`src/rtl/brj_pkg.sv`:
```
package brj_pkg;

    localparam int XLEN       = 64;
    localparam int INSN_BYTES = 4;

    typedef logic [XLEN-1:0] word_t;

    // Branch condition codes; the numeric values are decoded by this unit.
    typedef enum logic [2:0] {
        COND_EQ  = 3'd0,
        COND_NE  = 3'd1,
        COND_LT  = 3'd4,
        COND_GE  = 3'd5,
        COND_LTU = 3'd6,
        COND_GEU = 3'd7
    } cond_e;

    typedef enum logic [1:0] {
        SEL_SEQ   = 2'd0,
        SEL_PCREL = 2'd1,
        SEL_REG   = 2'd2
    } tgt_sel_e;

    typedef struct packed {
        logic same;
        logic below_s;
        logic below_u;
    } cmp_flags_t;

    typedef struct packed {
        logic  is_branch;
        logic  is_jal;
        logic  is_jalr;
        cond_e cond;
    } ctl_t;

    typedef struct packed {
        word_t seq;
        word_t pc_rel;
        word_t reg_ind;
    } targets_t;

    typedef struct packed {
        logic  taken;
        word_t next_pc;
        word_t link;
        logic  link_we;
        logic  misaligned;
    } result_t;

    function automatic logic cond_met(input cond_e c, input cmp_flags_t f);
        logic r;
        case (c)
            COND_EQ:  r = f.same;
            COND_NE:  r = !f.same;
            COND_LT:  r = f.below_s;
            COND_GE:  r = !f.below_s;
            COND_LTU: r = f.below_u;
            COND_GEU: r = !f.below_u;
            default:  r = 1'b0;
        endcase
        return r;
    endfunction

    function automatic logic off_grid(input word_t a);
        word_t m;
        m = word_t'(INSN_BYTES - 1);
        return |(a & m);
    endfunction

endpackage

```
`src/rtl/brj_compare.sv`:
```
module brj_compare
    import brj_pkg::*;
#(
    parameter int W          = XLEN,
    parameter bit SHARED_CMP = 1'b1
) (
    input  logic [W-1:0] a,
    input  logic [W-1:0] b,
    output cmp_flags_t   flags
);
    localparam int MSB = W - 1;

    logic eq_w;
    logic ltu_w;
    logic lts_w;

    assign eq_w  = (a == b);
    assign ltu_w = (a < b);

    generate
        if (SHARED_CMP) begin : g_shared
            // Signed order reuses the unsigned comparator: if the signs
            // differ, the negative operand is the smaller one.
            logic sign_diff;
            assign sign_diff = a[MSB] ^ b[MSB];
            assign lts_w     = sign_diff ? a[MSB] : ltu_w;
        end else begin : g_split
            assign lts_w = ($signed(a) < $signed(b));
        end
    endgenerate

    always_comb begin
        flags         = '0;
        flags.same    = eq_w;
        flags.below_s = lts_w;
        flags.below_u = ltu_w;
    end

endmodule

```
`src/rtl/brj_targets.sv`:
```
module brj_targets
    import brj_pkg::*;
#(
    parameter int W    = XLEN,
    parameter int STEP = INSN_BYTES
) (
    input  logic [W-1:0] pc,
    input  logic [W-1:0] base,
    input  logic [W-1:0] imm,
    output targets_t     tg
);
    localparam logic [W-1:0] STEP_W   = W'(STEP);
    localparam logic [W-1:0] LSB_MASK = ~W'(1);

    logic [W-1:0] seq_w;
    logic [W-1:0] rel_w;
    logic [W-1:0] ind_sum;

    assign seq_w   = pc + STEP_W;
    assign rel_w   = pc + imm;
    assign ind_sum = base + imm;

    always_comb begin
        tg         = '0;
        tg.seq     = seq_w;
        tg.pc_rel  = rel_w;
        tg.reg_ind = ind_sum & LSB_MASK;
    end

endmodule

```
`src/rtl/brj_decide.sv`:
```
module brj_decide
    import brj_pkg::*;
(
    input  ctl_t       ctl,
    input  cmp_flags_t flags,
    output tgt_sel_e   sel,
    output logic       take,
    output logic       link_en
);
    logic hit;

    assign hit = cond_met(ctl.cond, flags);

    // Fixed priority: register-indirect jump, then direct jump, then branch.
    always_comb begin
        sel     = SEL_SEQ;
        take    = 1'b0;
        link_en = 1'b0;
        if (ctl.is_jalr) begin
            sel     = SEL_REG;
            take    = 1'b1;
            link_en = 1'b1;
        end else if (ctl.is_jal) begin
            sel     = SEL_PCREL;
            take    = 1'b1;
            link_en = 1'b1;
        end else if (ctl.is_branch && hit) begin
            sel     = SEL_PCREL;
            take    = 1'b1;
        end
    end

endmodule

```
`src/rtl/brj_unit.sv`:
```
module brj_unit
    import brj_pkg::*;
#(
    parameter bit SHARED_CMP = 1'b1
) (
    input  logic            clk,
    input  logic            rst,
    input  logic            in_valid,
    input  logic            is_branch,
    input  logic            is_jal,
    input  logic            is_jalr,
    input  logic [2:0]      br_cond,
    input  logic [XLEN-1:0] rs1_val,
    input  logic [XLEN-1:0] rs2_val,
    input  logic [XLEN-1:0] pc_in,
    input  logic [XLEN-1:0] offset,
    output logic            out_valid,
    output logic            taken,
    output logic [XLEN-1:0] next_pc,
    output logic [XLEN-1:0] link_val,
    output logic            link_we,
    output logic            target_misaligned
);
    localparam logic [XLEN-1:0] STEP_W = XLEN'(INSN_BYTES);

    ctl_t       ctl;
    cmp_flags_t flags;
    targets_t   tg;
    tgt_sel_e   sel;
    logic       take_d;
    logic       link_d;
    result_t    res_d;
    result_t    res_q;
    logic       vld_q;

    always_comb begin
        ctl           = '0;
        ctl.is_branch = is_branch;
        ctl.is_jal    = is_jal;
        ctl.is_jalr   = is_jalr;
        ctl.cond      = cond_e'(br_cond);
    end

    brj_compare #(.W(XLEN), .SHARED_CMP(SHARED_CMP)) u_cmp (
        .a     (rs1_val),
        .b     (rs2_val),
        .flags (flags)
    );

    brj_targets #(.W(XLEN), .STEP(INSN_BYTES)) u_tgt (
        .pc   (pc_in),
        .base (rs1_val),
        .imm  (offset),
        .tg   (tg)
    );

    brj_decide u_dec (
        .ctl     (ctl),
        .flags   (flags),
        .sel     (sel),
        .take    (take_d),
        .link_en (link_d)
    );

    always_comb begin
        res_d         = '0;
        res_d.taken   = take_d;
        res_d.link_we = link_d;
        res_d.link    = tg.seq;
        case (sel)
            SEL_PCREL: res_d.next_pc = tg.pc_rel;
            SEL_REG:   res_d.next_pc = tg.reg_ind;
            default:   res_d.next_pc = tg.seq;
        endcase
        res_d.misaligned = take_d && off_grid(res_d.next_pc);
    end

    always_ff @(posedge clk) begin
        if (rst) begin
            vld_q <= 1'b0;
            res_q <= '0;
        end else begin
            vld_q <= in_valid;
            res_q <= in_valid ? res_d : '0;
        end
    end

    assign out_valid         = vld_q;
    assign taken             = res_q.taken;
    assign next_pc           = res_q.next_pc;
    assign link_val          = res_q.link;
    assign link_we           = res_q.link_we;
    assign target_misaligned = res_q.misaligned;

    // Equality branch outcome follows the sampled operands.
    p_eq_outcome_r1: assert property (@(posedge clk) disable iff (rst)
        (out_valid && $past(is_branch && !is_jal && !is_jalr && br_cond == 3'd0))
        |-> (taken == ($past(rs1_val) == $past(rs2_val))));

    // Not-taken results fall through to the next sequential address.
    p_fallthrough_r6: assert property (@(posedge clk) disable iff (rst)
        (out_valid && !taken) |-> (next_pc == $past(pc_in) + STEP_W));

    // Link value is always the return address of the sampled instruction.
    p_link_addr_r7: assert property (@(posedge clk) disable iff (rst)
        (out_valid && link_we) |-> (link_val == $past(pc_in) + STEP_W));

    // Register-indirect jumps never produce an odd target.
    p_ind_lsb_r8: assert property (@(posedge clk) disable iff (rst)
        (out_valid && $past(is_jalr)) |-> (taken && !next_pc[0]));

    // Only jump forms ask for a write-back.
    p_link_only_jump_r9: assert property (@(posedge clk) disable iff (rst)
        (out_valid && $past(!is_jal && !is_jalr)) |-> !link_we);

    // Misalignment is reported only for taken targets.
    p_mis_taken_r10: assert property (@(posedge clk) disable iff (rst)
        target_misaligned |-> (taken && out_valid));

    // Idle cycles leave every flag low.
    p_idle_quiet_r11: assert property (@(posedge clk) disable iff (rst)
        !out_valid |-> (!taken && !link_we && !target_misaligned && next_pc == '0));

    // The cycle after reset shows no result.
    p_reset_clear_r12: assert property (@(posedge clk)
        $past(rst) |-> (!out_valid && !taken));

endmodule

```
`config.mk`:
```
export PLATFORM = sky130hd
export DESIGN_NAME = brj_unit
export DESIGN_NICKNAME = d
export VERILOG_FILES = /design/src/rtl/brj_pkg.sv /design/src/rtl/brj_compare.sv /design/src/rtl/brj_targets.sv /design/src/rtl/brj_decide.sv /design/src/rtl/brj_unit.sv
export SDC_FILE = /design/constraint.sdc
export NUM_CORES = 1
export LEC_CHECK = 0
export BUFFER_PORTS_ARGS = -buffer_cell sky130_fd_sc_hd__buf_2
export CORE_ASPECT_RATIO = 0.5
export CORE_MARGIN = 3
export CORE_UTILIZATION = 30
export DETAILED_ROUTE_END_ITERATION = 10
export MAX_ROUTING_LAYER = met4
export PLACE_DENSITY = 0.57
export SYNTH_ARGS = -nofsm -noshare
export SYNTH_HDL_FRONTEND = slang
export SYNTH_HIERARCHICAL = 1
export SYNTH_SLANG_ARGS = --single-unit
```
`constraint.sdc`:
```
create_clock -name clk -period 4.4 [get_ports clk]
set_input_delay 0.44 -clock clk [delete_from_list [all_inputs] [get_ports clk]]
set_output_delay 0.44 -clock clk [all_outputs]
set_load 0.005 [all_outputs]
```
==> flow_summary.json <==
{
  "outcome": "complete, no violations",
  "worst-setup-path-type": "input pin to register",
  "fmax_mhz": 245,
  "grt-ovfl-total": 0,
  "cts_tree": "yes",
  "hp-start": "pc_in[1]",
  "cp_max_fo": 40,
  "power_density_mw_per_mm2": 269,
  "vdd_ir_drop_max_mv": 0.157,
  "max_cap_viol_count": 0,
  "ys_seq_elements": 132,
  "place_inst": 2985,
  "post_cts_resized": 0,
  "rsz0062_at_grt": "no",
  "cts_made_buffers": 17,
  "synth_edf_count": 0,
  "wl_microns": 62100,
  "crit_required_ns": 4.71,
  "cp_top_family": "simple AND/OR/NAND/NOR gates",
  "p_leak_nw": 8.92,
  "ant_nets": 0,
  "timing.hold.ws_ns": 0.315,
  "synth_top_family_by_area": "compound AO/OA/AOI/OAI gates",
  "synth_xor_area_share_pct": 10.4,
  "cp_slowest_stage_delay_ns": 0.55,
  "grt_first_pass_wirelength_microns": 92600,
  "htree_levels": 4,
  "cpMostUsedCell": "nand4_1",
  "hp-class": "input pin to register",
  "slowest_stage": "nor4_1",
  "worstMarginPinSlew_ns": 1.04,
  "cp-startpoint": "rs1_val[30]",
  "cp_num_buf_inv": 4,
  "finalSetupTns_ns": 0,
  "finalCoreUtilization_pct": 37.5,
  "dp_slack_ns": -0.0411,
  "synth_seq_area_share_pct": 17.0,
  "die_area_sq_mm": 0.0547,
  "die_y_microns": 167,
  "wl_per_cell_microns": 20.6,
  "ctsRootBufferMaster": "clkbuf_16",
  "first_pass_iters": 6,
  "via_count": 16000,
  "rows": 58,
  "numPortBuffers": 396,
  "power_mw": 5.11,
  "setup_viol": 0,
  "ys_async_sr_fraction_pct": 0,
  "worstPathArrival_ns": 4.39,
  "placed_area_sq_mm": 0.0184,
  "drt_iter0_markers": 1304,
  "synthMuxAreaShare_pct": 0.161,
  "viasPerCell": 5.28,
  "grt_pass1_vias": 15400,
  "core-area_sq_mm": 0.0507,
  "setup_slack_ns": 0.317,
  "cp_cell_sequence": "buf_2 -> ha_1 -> nand4_1 -> nor4_1 -> buf_4 -> nand4_1 -> a31oi_1 -> nor4_2 -> mux2_4 -> xor2_1 -> nand4b_1 -> a41oi_2 -> inv_1 -> ha_4 -> buf_12 -> a221oi_1 -> nor3_1",
  "io_pins": 397,
  "clk_pin_slew_worst_paths_ns": 0.06,
  "synth_ff_type": "dfxtp_1",
  "finalCriticalPeriod_ns": 4.08,
  "drive_gt1_share_pct": 26.7,
  "grtUsageTotal_pct": 22.6,
  "area_delta_synth_final_pct": 22.3,
  "synth-compound-area-share_pct": 25.8,
  "synth_cells": 1942,
  "period_share_pct": 92.8,
  "dp_hpwl_microns": 51700,
  "mappedNetlistArea_sq_mm": 0.0155,
  "cts.sinks": 132,
  "fin_nets": 2773,
  "start_kind": "input pin",
  "synth.distinct_cells": 85,
  "start_util_pct": 30.6,
  "cts_max_path_buffers": 2,
  "grt_max_degree": 66,
  "final_area_sq_mm": 0.0190,
  "gp_congestion": 0.970,
  "drcViolationCount": 0,
  "cts_hold_buf": 0,
  "instances_no_fill": 3020,
  "ys_warn_count": 6,
  "synth_fa_ha_area_share_pct": 15.7,
  "synthSimpleGateAreaFrac_pct": 24.4,
  "hold_violations": 0,
  "slew_headroom_pct": 30.4,
  "cp-end-kind": "register",
  "syn-mean-instance-area_sq_um": 8.00,
  "antenna_found_initial": 5,
  "slew_violations": 0,
  "synth_nets": 2401,
  "postCtsSetupBuffers": 0,
  "dieWidth_microns": 328
}
[final timing paths]
| check | endpoint | slack [ns] | cells after the start |
|---|---|---|---|
| max | next_pc[58] | 0.32 | 17 |
| min | link_val[1] | 0.31 | 2 |
[flip-flops by register name (all words and copies together), names as in the netlist]
name / flops
link_val: 64
next_pc: 64
link_we: 1
out_valid: 1
taken: 1
target_misaligned: 1
[synthesized netlist by cell type (5+ instances only)]
library cell | number | area share [%]
nor3_1 | 40 | 1.3
buf_2 | 30 | 0.97
nor2_1 | 71 | 1.7
buf_6 | 14 | 1.0
a211o_1 | 5 | 0.28
and3_1 | 21 | 0.85
nand2b_1 | 20 | 0.81
a21oi_1 | 177 | 5.7
o21a_1 | 12 | 0.58
xor2_1 | 66 | 3.7
nand2_1 | 134 | 3.2
nand3_1 | 54 | 1.7
o21bai_1 | 25 | 1.2
nor3_2 | 51 | 3.3
a221oi_2 | 52 | 5.0
nand4_1 | 57 | 2.3
a211oi_1 | 8 | 0.39
dfxtp_1 | 132 | 17
nor2b_1 | 76 | 3.1
buf_4 | 15 | 0.73
inv_1 | 108 | 2.6
a221oi_1 | 21 | 1.2
and4_1 | 13 | 0.73
nor4_1 | 11 | 0.44
o21ai_1 | 6 | 0.19
xnor2_1 | 119 | 6.7
a21o_1 | 78 | 3.8
ha_1 | 192 | 15
o21ai_0 | 88 | 2.8
o31ai_1 | 6 | 0.29
and2_1 | 79 | 3.2
clkbuf_1 | 42 | 1.0
or2_2 | 7 | 0.28
a31oi_1 | 20 | 0.81
o211ai_1 | 7 | 0.34
[layout by cell type (no fill, tap or decap), types with 5 or more instances in the layout]
master       n
nor2b_1     76
nor3_2      51
a21oi_1    177
or2_2        7
nand3_1     54
and4_1      13
o211ai_1     7
a211o_1      5
nand2b_1    20
a31oi_1     20
nor2_1      71
a21o_1      78
ha_1       190
nor3_1      40
a221oi_2    52
inv_1      108
clkbuf_16   17
buf_12       8
buf_2      396
o21ai_0     88
nor4_1      11
and3_1      21
buf_4       53
and2_1      79
nand2_1    134
xor2_1      66
nand4_1     57
o21bai_1    25
xnor2_1    119
o21a_1      12
o31ai_1      6
o21ai_1      6
a211oi_1     8
dfxtp_1    132
a221oi_1    21
[cell families after synthesis]
logic type | Yosys count
buf+inv | 213
simple gates | 658
xor+xnor | 185
flops | 132
mux | 2
compound gates | 557
other cells | 1
fa+ha+maj | 194
[metal layers]
| layer | global-route usage, % | vias up | wire, microns |
|---|---|---|---|
| met5 | - | - | 0 |
| met4 | 6.25 | 0 | 1420 |
| met2 | 38.1 | 445 | 30500 |
| met1 | 28.4 | 7629 | 27100 |
| met3 | 2.70 | 66 | 3040 |
| li1 | - | 7820 | - |
[final cells by class]
class / count / area [sq um]
inverter: 109 / 409
clock inverter: 12 / 181
antenna: 4 / 10.0
clock buffer: 19 / 443
timing repair buffer: 457 / 2540
multi-input combinational: 1597 / 11900
tap: 690 / 863
sequential: 132 / 2640
fill: 5379 / 31700
[power breakdown]
group / switching (mW) / leakage (nW) / internal, mW
clock: 0.624 / 0.291 / 0.961
sequential: 0.0209 / 1.08 / 1.26
combinational: 1.31 / 7.54 / 0.930
total: 1.96 / 8.92 / 3.16
Note: power is estimated with default switching activity, not from simulation.
